**src/rtl/sar_er_pkg.sv**
```systemverilog
package sar_er_pkg;

  // Phase of the conversion sequencer
  typedef enum logic [1:0] {
    PH_IDLE = 2'd0,
    PH_SAMP = 2'd1,
    PH_CONV = 2'd2
  } phase_e;

endpackage

```
**src/rtl/sar_er_seq.sv**
```systemverilog
module sar_er_seq
  import sar_er_pkg::*;
#(
  parameter int N        = 10,
  parameter int SAMP_CYC = 2
) (
  input  logic                      clk,
  input  logic                      rst_n,
  input  logic                      start,
  output logic                      sample,
  output logic                      conv,
  output logic                      clr_all,
  output logic                      last,
  output logic [$clog2(N)-1:0]      step
);
  localparam int STEP_W = $clog2(N);
  localparam int SCNT_W = (SAMP_CYC > 1) ? $clog2(SAMP_CYC) : 1;
  localparam logic [SCNT_W-1:0] SCNT_LAST = SCNT_W'(SAMP_CYC - 1);
  localparam logic [STEP_W-1:0] STEP_LAST = STEP_W'(N - 1);

  phase_e              phase_q;
  logic [SCNT_W-1:0]   scnt_q;
  logic [STEP_W-1:0]   step_q;

  always_ff @(posedge clk) begin
    if (!rst_n) begin
      phase_q <= PH_IDLE;
      scnt_q  <= '0;
      step_q  <= '0;
    end else begin
      case (phase_q)
        PH_IDLE: begin
          if (start) begin
            phase_q <= PH_SAMP;
            scnt_q  <= '0;
          end
        end
        PH_SAMP: begin
          if (scnt_q == SCNT_LAST) begin
            phase_q <= PH_CONV;
            step_q  <= '0;
          end else begin
            scnt_q <= scnt_q + 1'b1;
          end
        end
        PH_CONV: begin
          if (step_q == STEP_LAST) begin
            phase_q <= PH_IDLE;
          end else begin
            step_q <= step_q + 1'b1;
          end
        end
        default: phase_q <= PH_IDLE;
      endcase
    end
  end

  assign sample  = (phase_q == PH_SAMP);
  assign conv    = (phase_q == PH_CONV);
  assign clr_all = (phase_q == PH_IDLE) && start;
  assign last    = conv && (step_q == STEP_LAST);
  assign step    = step_q;

endmodule

```
**src/rtl/sar_er_capbank.sv**
```systemverilog
module sar_er_capbank #(
  parameter int N = 10
) (
  input  logic                  clk,
  input  logic                  rst_n,
  input  logic                  clr_all,
  input  logic                  conv,
  input  logic [$clog2(N)-1:0]  step,
  input  logic                  cmp_in,
  output logic                  pol,
  output logic [N-2:0]          up,
  output logic [N-2:0]          dn
);
  localparam int NS     = N - 1;
  localparam int STEP_W = $clog2(N);

  logic pol_q;
  logic first_step;
  logic pol_now;
  logic disagree;

  assign first_step = (step == '0);
  assign pol_now    = first_step ? cmp_in : pol_q;
  assign disagree   = !first_step && (cmp_in != pol_q);

  // Polarity of the input, held for the whole conversion
  always_ff @(posedge clk) begin
    if (!rst_n) begin
      pol_q <= 1'b0;
    end else if (conv && first_step) begin
      pol_q <= cmp_in;
    end
  end

  assign pol = pol_q;

  for (genvar k = 0; k < NS; k++) begin : g_stage
    localparam logic [STEP_W-1:0] SET_AT = STEP_W'(N - 2 - k);
    logic set_k;
    logic clr_k;
    logic up_q;
    logic dn_q;

    assign set_k = conv && (step == SET_AT);

    if (k > 0) begin : g_clr
      // stage k is the previous stage when step N-1-k is decided
      localparam logic [STEP_W-1:0] CLR_AT = STEP_W'(N - 1 - k);
      assign clr_k = conv && (step == CLR_AT) && disagree;
    end else begin : g_noclr
      // smallest stage: only the final decision follows it, which switches nothing
      assign clr_k = 1'b0;
    end

    always_ff @(posedge clk) begin
      if (!rst_n) begin
        up_q <= 1'b0;
        dn_q <= 1'b0;
      end else if (clr_all || clr_k) begin
        up_q <= 1'b0;
        dn_q <= 1'b0;
      end else if (set_k) begin
        up_q <= pol_now;
        dn_q <= !pol_now;
      end
    end

    assign up[k] = up_q;
    assign dn[k] = dn_q;
  end

endmodule

```
**src/rtl/sar_er_recon.sv**
```systemverilog
module sar_er_recon #(
  parameter int N = 10
) (
  input  logic [N-2:0] up,
  input  logic [N-2:0] dn,
  input  logic         pol,
  input  logic         last_dec,
  output logic [N-1:0] code
);
  localparam logic [N:0] HALF = (N+1)'(2 ** (N - 1));
  localparam logic [N:0] ONE  = (N+1)'(1);

  logic [N:0] mag;
  logic [N:0] lsb;
  logic [N:0] sum;

  // All active stages share one polarity, so their weighted sum is a magnitude
  assign mag = {2'b00, (up | dn)};
  assign lsb = {{N{1'b0}}, last_dec};

  always_comb begin
    if (pol) begin
      sum = HALF + mag - ONE + lsb;
    end else begin
      sum = HALF - mag - ONE + lsb;
    end
  end

  assign code = sum[N-1:0];

endmodule

```
**src/rtl/sar_er_ctrl.sv**
```systemverilog
module sar_er_ctrl #(
  parameter int N        = 10,
  parameter int SAMP_CYC = 2
) (
  input  logic         clk,
  input  logic         rst_n,
  input  logic         start,
  input  logic         cmp_in,
  output logic         sample,
  output logic [N-2:0] up,
  output logic [N-2:0] dn,
  output logic [N-1:0] data_out,
  output logic         done
);
  localparam int STEP_W = $clog2(N);

  logic              conv;
  logic              clr_all;
  logic              last;
  logic [STEP_W-1:0] step;
  logic              pol;
  logic [N-1:0]      code;
  logic [N-1:0]      data_q;
  logic              done_q;

  sar_er_seq #(.N(N), .SAMP_CYC(SAMP_CYC)) seq_i (
    .clk     (clk),
    .rst_n   (rst_n),
    .start   (start),
    .sample  (sample),
    .conv    (conv),
    .clr_all (clr_all),
    .last    (last),
    .step    (step)
  );

  sar_er_capbank #(.N(N)) bank_i (
    .clk     (clk),
    .rst_n   (rst_n),
    .clr_all (clr_all),
    .conv    (conv),
    .step    (step),
    .cmp_in  (cmp_in),
    .pol     (pol),
    .up      (up),
    .dn      (dn)
  );

  sar_er_recon #(.N(N)) recon_i (
    .up       (up),
    .dn       (dn),
    .pol      (pol),
    .last_dec (cmp_in),
    .code     (code)
  );

  always_ff @(posedge clk) begin
    if (!rst_n) begin
      data_q <= '0;
      done_q <= 1'b0;
    end else begin
      done_q <= last;
      if (last) begin
        data_q <= code;
      end
    end
  end

  assign data_out = data_q;
  assign done     = done_q;

endmodule

```
**config.mk**
```make
export PLATFORM = sky130hd
export DESIGN_NAME = sar_er_ctrl
export DESIGN_NICKNAME = d
export VERILOG_FILES = /design/src/rtl/sar_er_pkg.sv /design/src/rtl/sar_er_seq.sv /design/src/rtl/sar_er_capbank.sv /design/src/rtl/sar_er_recon.sv /design/src/rtl/sar_er_ctrl.sv
export SDC_FILE = /design/constraint.sdc
export NUM_CORES = 1
export LEC_CHECK = 0
export CORE_MARGIN = 2
export CORE_UTILIZATION = 55
export DETAILED_ROUTE_END_ITERATION = 10
export PLACE_DENSITY_LB_ADDON = 0.05
export SKIP_LAST_GASP = 1
export SLEW_MARGIN = 40
export SYNTH_ARGS = -nofsm -noshare
export SYNTH_HDL_FRONTEND = slang
export SYNTH_SLANG_ARGS = --single-unit
```
**constraint.sdc**
```tcl
create_clock -name clk -period 4.75 [get_ports clk]
set_input_delay 0.7125 -clock clk [delete_from_list [all_inputs] [get_ports clk]]
set_output_delay 0.7125 -clock clk [all_outputs]
set_load 0.01 [all_outputs]
```
==> results of run 1 <==
## area by class of cell
| cell class | count | area, sq um | area share [%] |
|---|---|---|---|
| multi-input combinational | 181 | 1200 | 48.4 |
| sequential | 37 | 741 | 29.9 |
| timing repair buffer | 33 | 330 | 13.3 |
| clock buffer | 6 | 82.6 | 3.34 |
| tap | 48 | 60.1 | 2.43 |
| clock inverter | 2 | 37.5 | 1.52 |
| inverter | 7 | 26.3 | 1.06 |
## kinds of logic after synthesis
kind of cell    count (synthesis)  synth area share, %
mux                             5                 2.33
flops                          37                 34.5
fa+ha+maj                       7                 4.08
buf+inv                        38                 10.2
xor+xnor                        3                 1.23
simple gates                  101                 27.5
compound gates                 65                 20.1
## final timing paths
check | slack, ns | startpoint | to
worst max-delay path | 1.84 | rst_n | bank_i.g_stage[6].up_q
worst min-delay path | 0.45 | data_out[1] | data_out[1]
worst max register to register | 2.30 | seq_i.step[0] | bank_i.g_stage[2].up_q
worst min register to register | 0.45 | data_out[1] | data_out[1]
## cell usage after synthesis (3+ instances only)
cell type   n  area share (%)
nor2b_1     4             1.2
nand4_1     3            0.88
xor2_1      3             1.2
a21oi_1    23             5.4
nor2_1     18             3.2
o21ai_0    15             3.5
buf_2       7             1.6
clkbuf_1    5            0.88
nor3b_1     3             1.1
nand3_1    12             2.8
nand2_1    28             4.9
mux2i_1     5             2.3
buf_4      18             6.3
ha_1        7             4.1
a311oi_1    5             2.0
dfxtp_1    37              35
nor3_1      4            0.93
nand3b_1    3             1.1
nor4_1      3            0.88
inv_1       7             1.2
## critical path, cell delays in order
cell             delay, ns
clkdlybuf4s50_1       0.76
inv_1                 0.36
a21oi_1               0.71
o21ai_0               0.28
a311oi_1              0.29
## metal layers
| layer | wire (microns) | part of all wire [%] | global-route usage, % | vias to the layer above |
|---|---|---|---|---|
| met4 | 82 | 1.6 | 10.2 | 0 |
| met1 | 2280 | 46 | 33.4 | 859 |
| met3 | 322 | 6.4 | 5.45 | 9 |
| li1 | - | - | - | 939 |
| met5 | 0 | 0 | 0 | - |
| met2 | 2320 | 46 | 39.6 | 65 |
## registers in the layout, summed over array words and instances, names as in the netlist
register / count
done: 1
data_out: 10
seq_i.step: 4
bank_i.g_stage.dn_q: 9
bank_i.pol: 1
bank_i.g_stage.up_q: 9
seq_i.phase_q: 2
seq_i.scnt_q: 1
## metrics by stage
stage / util [%] / instances / total power [uW]
4_1_cts: 66.6 / 314 / 649
5_1_grt: 66.6 / 314 / 670
3_5_place_dp: 63.4 / 306 / 366
3_3_place_gp: 63.0 / 306 / 364
6_report: 66.6 / 314 / 647
2_1_floorplan: - / 256 / 353
## power groups by stage
stage | Sequential (uW) | Combinational (uW) | Clock (uW)
final | 317 | 42.8 | 288
after detailed placement | 324 | 41.7 | 0
after CTS | 317 | 41.9 | 290
after floorplan | 321 | 31.8 | 0
after global routing | 317 | 47.5 | 306
after global placement | 324 | 40.7 | 0
==> impl_metrics.tcl, run 1 <==
set metrics [dict create \
    status "finished clean" \
    htreeDepth 2 \
    power.static_leakage_uw 0.000845 \
    cp_data_arrival_time_ns 3.12 \
    worstSetupStartpointType "primary input" \
    cts_hold_buf 0 \
    antenna_cells 0 \
    seqPwrFrac_pct 48.9 \
    drive_gt1_share_pct 7.52 \
    num-fill-cells 310 \
    synth_edf_count 0 \
    internal-power_uw 499 \
    grt_antenna_before_repair 0 \
    ys_seq_elements 37 \
    die_height_microns 66.4 \
    drtAntennaViolNets 0 \
    syn2layout_area_growth_pct 15.4 \
    finalHoldViolCount 0 \
    post_cts_buffers 0 \
    io_buffer_count 33 \
    drv_slew 0 \
    clk_pin_slew_ns 0.07 \
    hold_ws_ns 0.455 \
    io_pins 34 \
    async_flop_share_pct 0 \
    postPlaceCellArea_sq_mm 0.00235 \
    cts_tree "yes" \
    finalSetupTns_ns 0 \
    avgSynthCellArea_sq_um 8.38 \
    synth_nets 267 \
    cp.required_ns 4.96 \
    synthFlopType "dfxtp_1" \
    path_class "in2reg" \
    grt-ovfl-total 0 \
    finalNetCount 276 \
    die_w_microns 66.4 \
    grt_setup_unrepaired "false" \
    pwr-share-comb_pct 6.6 \
    drtIter0Drc 154 \
    root_buffer "clkbuf_8" \
    wl_per_cell_microns 15.9 \
    p_sw_share_pct 22.8 \
    dr_total_vias 1872 \
    synth.distinct_cells 56 \
    critPathCaptureType "register" \
    synthesis.area_sq_mm 0.00214 \
    hold_depth 2 \
    dpl.hpwl_microns 3520 \
    core_sq_mm 0.00372 \
    p_per_area_mw_per_mm2 261 \
    layout_common_cells "dfxtp_1 (37), clkdlybuf4s50_1 (33), nand2_1 (28)" \
    clock_latency_ns 0.30 \
    fmax_ghz 0.343 \
    p_clk_share_pct 44.5 \
    drc 0 \
    ys_seq_area_share_pct 34.5 \
    cts_resized 0 \
    grt_max_degree 16 \
    layout_commonest_cell "dfxtp_1" \
    maxCapViolations 0 \
    row_count 22 \
    cts_made_buffers 5 \
    cts_buffer_depth 2 \
    gp_congestion 0.910 \
    hold_class "reg2reg" \
    ys_warn_count 0 \
    syn_inst 256 \
    cp_max_fo 14 \
    fin_ws_ns 1.84 \
    reg2reg_depth 6 \
    grt_use_total_pct 25.2 \
    start_util_pct 57.7 \
    switching_power_uw 148 \
    cts.sinks 37 \
    min_period_ns 2.91 \
    routed_wl_microns 5010 \
    grt_first_pass_wirelength_microns 8470 \
    grt_pass1_vias 1742 \
    worstMarginPinSlew_ns 0.789 \
    finClkSkew_ns 0.00347 \
    max-vdd-ir-drop_mv 0.222 \
    finalSetupViolCount 0 \
    stdcell_area_sq_mm 0.00247 \
    via_per_inst 5.96 \
    die_area_sq_mm 0.00441 \
    dp_slack_ns 1.66 \
    dr.pass1.iters 4 \
    finalCritPeriodShare_pct 61.3 \
    relSlewSlack_pct 47.4 \
]
(Power assumes the default switching activity.)
==> run 2, diff against run 1 <==
--- a/config.mk
+++ b/config.mk
@@ -6,7 +6,7 @@
 export NUM_CORES = 1
 export LEC_CHECK = 0
 export CORE_MARGIN = 2
-export CORE_UTILIZATION = 55
+export CORE_UTILIZATION = 53
 export DETAILED_ROUTE_END_ITERATION = 10
 export PLACE_DENSITY_LB_ADDON = 0.05
 export SKIP_LAST_GASP = 1
==> constraint.sdc (replaced) <==
create_clock -name clk -period 3 [get_ports clk]
set_input_delay 0.45 -clock clk [delete_from_list [all_inputs] [get_ports clk]]
set_output_delay 0.45 -clock clk [all_outputs]
set_load 0.01 [all_outputs]
==> run 2 against run 1 <==
Sequential share of layout area shrank 0.11 points. Core utilization fell by 3.6 points. Setup slack lost 1.1 ns. Clock skew is 0.0023 ns higher. Sequential power is 58% higher. Clock power is 37% higher. Final cell count up 2.2%. Largest cell class unchanged.
==> impl_metrics.tcl, run 2 (synthesized netlist as in run 1, its figures left out) <==
set metrics [dict create \
    grt-ovfl-total 0 \
    cp.required_ns 3.17 \
    worstSetupStartpointType "primary input" \
    dr.pass1.iters 5 \
    fmax_ghz 0.446 \
    postPlaceCellArea_sq_mm 0.00238 \
    power.static_leakage_uw 0.000872 \
    drtIter0Drc 160 \
    stdcell_area_sq_mm 0.00248 \
    htreeDepth 2 \
    die_height_microns 67.6 \
    r2r-start "seq_i.step[0]" \
    finalSetupViolCount 0 \
    p_sw_share_pct 24.3 \
    fin_cells 321 \
    reg2reg_depth 6 \
    switching_power_uw 235 \
    worst_path_max_delay_cell "clkdlybuf4s50_1" \
    grt_pass1_vias 1708 \
    rrSetupSlack_ns 0.89 \
    cp_data_arrival_time_ns 2.41 \
    finalNetCount 281 \
    clock_latency_ns 0.29 \
    grt_setup_unrepaired "false" \
    io_pins 34 \
    cts_tree "yes" \
    grt_first_pass_wirelength_microns 8210 \
    relSlewSlack_pct 61.1 \
    crit_path_cell_trace "clkdlybuf4s50_1 > ha_1 > nor4b_1 > nand4_1 > a2111oi_1 > nor4_1" \
    path_buf_inv 1 \
    grt_use_total_pct 24.1 \
    cts.sinks 37 \
    gp_congestion 0.840 \
    routed_wl_microns 5080 \
    drtAntennaViolNets 0 \
    cts_buffer_depth 2 \
    grt_antenna_before_repair 0 \
    path_depth 6 \
    power_uw 967 \
    pwr-share-comb_pct 7.5 \
    status "finished clean" \
    finalSetupTns_ns 0 \
    finClkSkew_ns 0.00576 \
    die_w_microns 67.6 \
    start_util_pct 54.4 \
    drc 0 \
    largest_reg_flops 10 \
    cts_resized 0 \
    critPathCapture "data_out[8]" \
    layout_common_cells "dfxtp_1 (37), clkdlybuf4s50_1 (33), nand2_1 (28)" \
    clk_pin_slew_ns 0.08 \
    internal-power_uw 732 \
    drive_gt1_share_pct 8.86 \
    post_cts_buffers 0 \
    maxCapViolations 0 \
    path_delay_family "simple AND/OR/NAND/NOR gates" \
    cts_made_buffers 5 \
    seqPwrFrac_pct 51.8 \
    core_sq_mm 0.00394 \
    p_clk_share_pct 40.7 \
    antenna_cells 0 \
    drv_slew 0 \
    cts_hold_buf 0 \
    r2r_end "bank_i.g_stage[6].up_q" \
    root_buffer "clkbuf_8" \
    finalHoldViolCount 0 \
    layout_commonest_cell "dfxtp_1" \
    min_period_ns 2.24 \
    hold_class "reg2reg" \
    critPathCaptureType "register" \
    startpoint "cmp_in" \
    via_per_inst 5.75 \
    dp_cells 313 \
    worstMarginPinSlew_ns 0.578 \
    io_buffer_count 33 \
    cp_max_fo 5 \
    row_count 23 \
    finalCritPeriodShare_pct 74.7 \
    wl_per_cell_microns 15.8 \
    die_area_sq_mm 0.00457 \
    slowest_delay_ns 0.57 \
    path_class "in2reg" \
    dr_total_vias 1847 \
    syn2layout_area_growth_pct 15.8 \
    max-vdd-ir-drop_mv 0.299 \
    p_per_area_mw_per_mm2 389 \
    dpl.hpwl_microns 3640 \
    grt_max_degree 16 \
]
-- run 2: stage by stage --
step / utilization, % / setup slack [ns] / hold WS, ns
2_1_floorplan: - / 1.20 / 0.457
3_3_place_gp: 60.4 / 0.517 / 0.439
3_5_place_dp: 60.4 / 0.473 / 0.445
4_1_cts: 63.0 / 0.780 / 0.454
5_1_grt: 63.0 / 0.566 / 0.481
6_report: 63.0 / 0.759 / 0.449
-- run 2: per-layer routing --
layer / vias up / share of wire (%) / track usage, %
met5: - / 0 / 0
met4: 0 / 0.94 / 7.14
met3: 5 / 3.7 / 5.33
met2: 36 / 49 / 39.6
met1: 861 / 47 / 31.5
li1: 945 / - / -
-- run 2: area by class of cell --
type,instances,area [sq um]
Multi-Input combinational cell,181,1180
Sequential cell,37,741
Tap cell,50,62.6
Inverter,7,26.3
Timing Repair Buffer,38,368
Fill cell,351,1460
Clock inverter,1,5.00
Clock buffer,7,96.3
-- run 2: how the worst min path moves through the flow --
stage                 start           end  slack (ns)  cells after the start
6_report        data_out[2]   data_out[2]        0.45                      2
3_5_place_dp    data_out[2]   data_out[2]        0.45                      2
4_1_cts         data_out[1]   data_out[1]        0.45                      2
2_1_floorplan  seq_i.scnt_q  seq_i.scnt_q        0.46                      1
5_1_grt         data_out[3]   data_out[3]        0.48                      2
3_3_place_gp    data_out[2]   data_out[2]        0.44                      2
-- run 2: power by group through the flow --
stage / Sequential (uW) / Clock (uW) / Combinational, uW
floorplan: 508 / 0 / 50.4
global placement: 512 / 0 / 70.3
detailed placement: 512 / 0 / 70.7
CTS: 501 / 394 / 71.2
global route: 502 / 417 / 80.2
finish: 501 / 394 / 72.1
-- run 2: worst register-to-register path, stage by stage (launching register included) --
cell      delay, ns
dfxtp_1        0.36
inv_1          0.11
ha_1           0.36
nor3b_1        0.41
nand2b_1       0.34
o21ai_0        0.19
a311oi_1       0.25
==> run 3, diff against run 2 <==
--- a/config.mk
+++ b/config.mk
@@ -6,7 +6,7 @@
 export NUM_CORES = 1
 export LEC_CHECK = 0
 export CORE_MARGIN = 2
-export CORE_UTILIZATION = 53
+export CORE_UTILIZATION = 48
 export DETAILED_ROUTE_END_ITERATION = 10
 export PLACE_DENSITY_LB_ADDON = 0.05
 export SKIP_LAST_GASP = 1
==> constraint.sdc (replaced) <==
create_clock -name clk -period 1.9 [get_ports clk]
set_input_delay 0.285 -clock clk [delete_from_list [all_inputs] [get_ports clk]]
set_output_delay 0.285 -clock clk [all_outputs]
set_load 0.01 [all_outputs]
==> run 3 against run 2 <==
Core utilization is 1.7 points lower. Sequential power rose by 57%. Power rose by 54%. Sequential share of layout area decreased by 1.9 points. Combinational power increased by 89%. Sequential cell count unchanged. Clock power increased by 43%. Worst hold slack better by 0.0064 ns. Non-clock buffer count rose by 21. Clock-buffer cell count did not move. Largest power group unchanged. Highest routed layer unchanged.
==> impl_metrics.tcl, run 3 (synthesized netlist as in run 1, its figures left out) <==
set metrics [dict create \
    status "finished clean" \
    slowest_delay_ns 0.45 \
    drv_slew 0 \
    dpl.hpwl_microns 4100 \
    io_pins 34 \
    dr_total_vias 1972 \
    grt_antenna_before_repair 0 \
    row_count 24 \
    worst_path_max_delay_cell "clkdlybuf4s50_1" \
    r2r-start "bank_i.g_stage[0].up_q" \
    routed_wl_microns 5360 \
    cts.sinks 37 \
    max-vdd-ir-drop_mv 0.381 \
    worstSetupStartpointType "primary input" \
    drtAntennaViolNets 0 \
    cts_buffer_depth 2 \
    path_buf_inv 2 \
    worstMarginPinSlew_ns 0.438 \
    path_class "in2reg" \
    die_height_microns 70.8 \
    finalCritPeriodShare_pct 94.3 \
    hold_depth 2 \
    start_util_pct 49.6 \
    r2r_end "data_out[8]" \
    power_uw 1480 \
    drc 0 \
    io_buffer_count 33 \
    rrSetupSlack_ns 0.15 \
    cts_made_buffers 5 \
    clock_latency_ns 0.29 \
    dp_slack_ns -0.333 \
    relSlewSlack_pct 70.8 \
    layout_common_cells "dfxtp_1 (37), clkdlybuf4s50_1 (33), nand2_1 (28)" \
    finClkSkew_ns 0.00420 \
    hold_class "reg2reg" \
    crit_path_cell_trace "clkdlybuf4s50_1 > ha_1 > nor4b_2 > buf_4 > and3_2 > a2111o_1 > o311ai_1" \
    finalNetCount 302 \
    regArea_sq_um 741 \
    reg2reg_depth 7 \
    antenna_cells 0 \
    cts_tree "yes" \
    root_buffer "clkbuf_8" \
    finalHoldViolCount 0 \
    grt_setup_unrepaired "true" \
    worstHoldEndpoint "data_out[1]" \
    layout_commonest_cell "dfxtp_1" \
    core_sq_mm 0.00432 \
    grt_first_pass_wirelength_microns 8750 \
    cp_max_fo 4 \
    cp.required_ns 2.10 \
    multiInputGateArea_sq_mm 0.00121 \
    dr.pass1.iters 5 \
    hold_ws_ns 0.456 \
    num-fill-cells 408 \
    grt_use_total_pct 22.1 \
    p_per_area_mw_per_mm2 560 \
    path_delay_family "buffers and inverters" \
    grt-ovfl-total 0 \
    clk_pin_slew_ns 0.07 \
    finalSetupViolCount 0 \
    min_period_ns 1.79 \
    die_area_sq_mm 0.00502 \
    syn2layout_area_growth_pct 23.6 \
    wl_per_cell_microns 15.6 \
    grt_max_degree 15 \
    via_per_inst 5.75 \
    fmax_ghz 0.558 \
    fin_ws_ns 0.108 \
    drive_gt1_share_pct 16.8 \
    gp_congestion 0.882 \
    die_w_microns 70.8 \
    worstHoldStart "data_out[1]" \
    critPathCaptureType "register" \
    startpoint "cmp_in" \
    power.static_leakage_uw 0.000967 \
    cp_data_arrival_time_ns 1.99 \
    htreeDepth 2 \
    maxCapViolations 0 \
    grt_pass1_vias 1853 \
    drtIter0Drc 143 \
    largest_reg_flops 10 \
]
-- run 3: cell count changes in the layout (fill, tap and decap cells not counted), sizes merged --
cell | before | now
buf | 5 | 26
clkinv | 1 | 0
-- run 3: per-layer routing --
layer | global-route usage [%] | up-vias | part of all wire (%)
met5 | 0 | - | 0
met1 | 27.5 | 927 | 44
li1 | - | 987 | -
met3 | 5.27 | 9 | 4.9
met4 | 7.97 | 0 | 2.1
met2 | 37.3 | 49 | 49
-- run 3: how the worst max path moves through the flow --
stage                              to  depth (start not counted)
2_1_floorplan  bank_i.g_stage[1].dn_q                          8
3_3_place_gp              data_out[8]                          7
3_5_place_dp              data_out[8]                          7
4_1_cts                   data_out[8]                          7
5_1_grt                   data_out[8]                          7
6_report                  data_out[6]                          7
-- run 3: metrics by stage --
stage	cell area (sq um)	setup TNS [ns]	cells	util, %
CTS	2640	0	343	60.9
floorplan	2140	0	256	-
global route	2650	-0.0174	343	61.3
detailed placement	2540	-0.967	336	58.8
finish	2650	0	343	61.3
global placement	2540	-0.823	336	58.8
-- run 3: what timing repair did --
item	4_1_cts	5_1_grt
gates resized for setup	1	5
hold buffers	0	0
pin swaps	0	1
gates cloned	0	0
setup buffers	0	0
endpoints found under the setup margin	1	8
-- run 3: worst register-to-register path, delay by kind of cell (launching register included) --
family                   cells  cell delay, ns
adder cells (fa/ha/maj)      1            0.22
flip-flops                   1            0.32
buffers and inverters        1            0.16
AND/OR/NAND/NOR              5            0.96
-- run 3: cell type report --
| class | instances | share of cell area [%] |
|---|---|---|
| Clock buffer | 7 | 3.26 |
| Inverter | 7 | 0.992 |
| Multi-Input combinational cell | 181 | 45.5 |
| Sequential cell | 37 | 28.0 |
| Tap cell | 52 | 2.46 |
| Timing Repair Buffer | 59 | 19.8 |
-- run 3: where the power goes --
part           internal (uW)  switching (uW)  total [uW]
Combinational           61.5            74.0         136
Sequential               781            6.18         787
Clock                    288             274         562
Total                   1130             354        1480
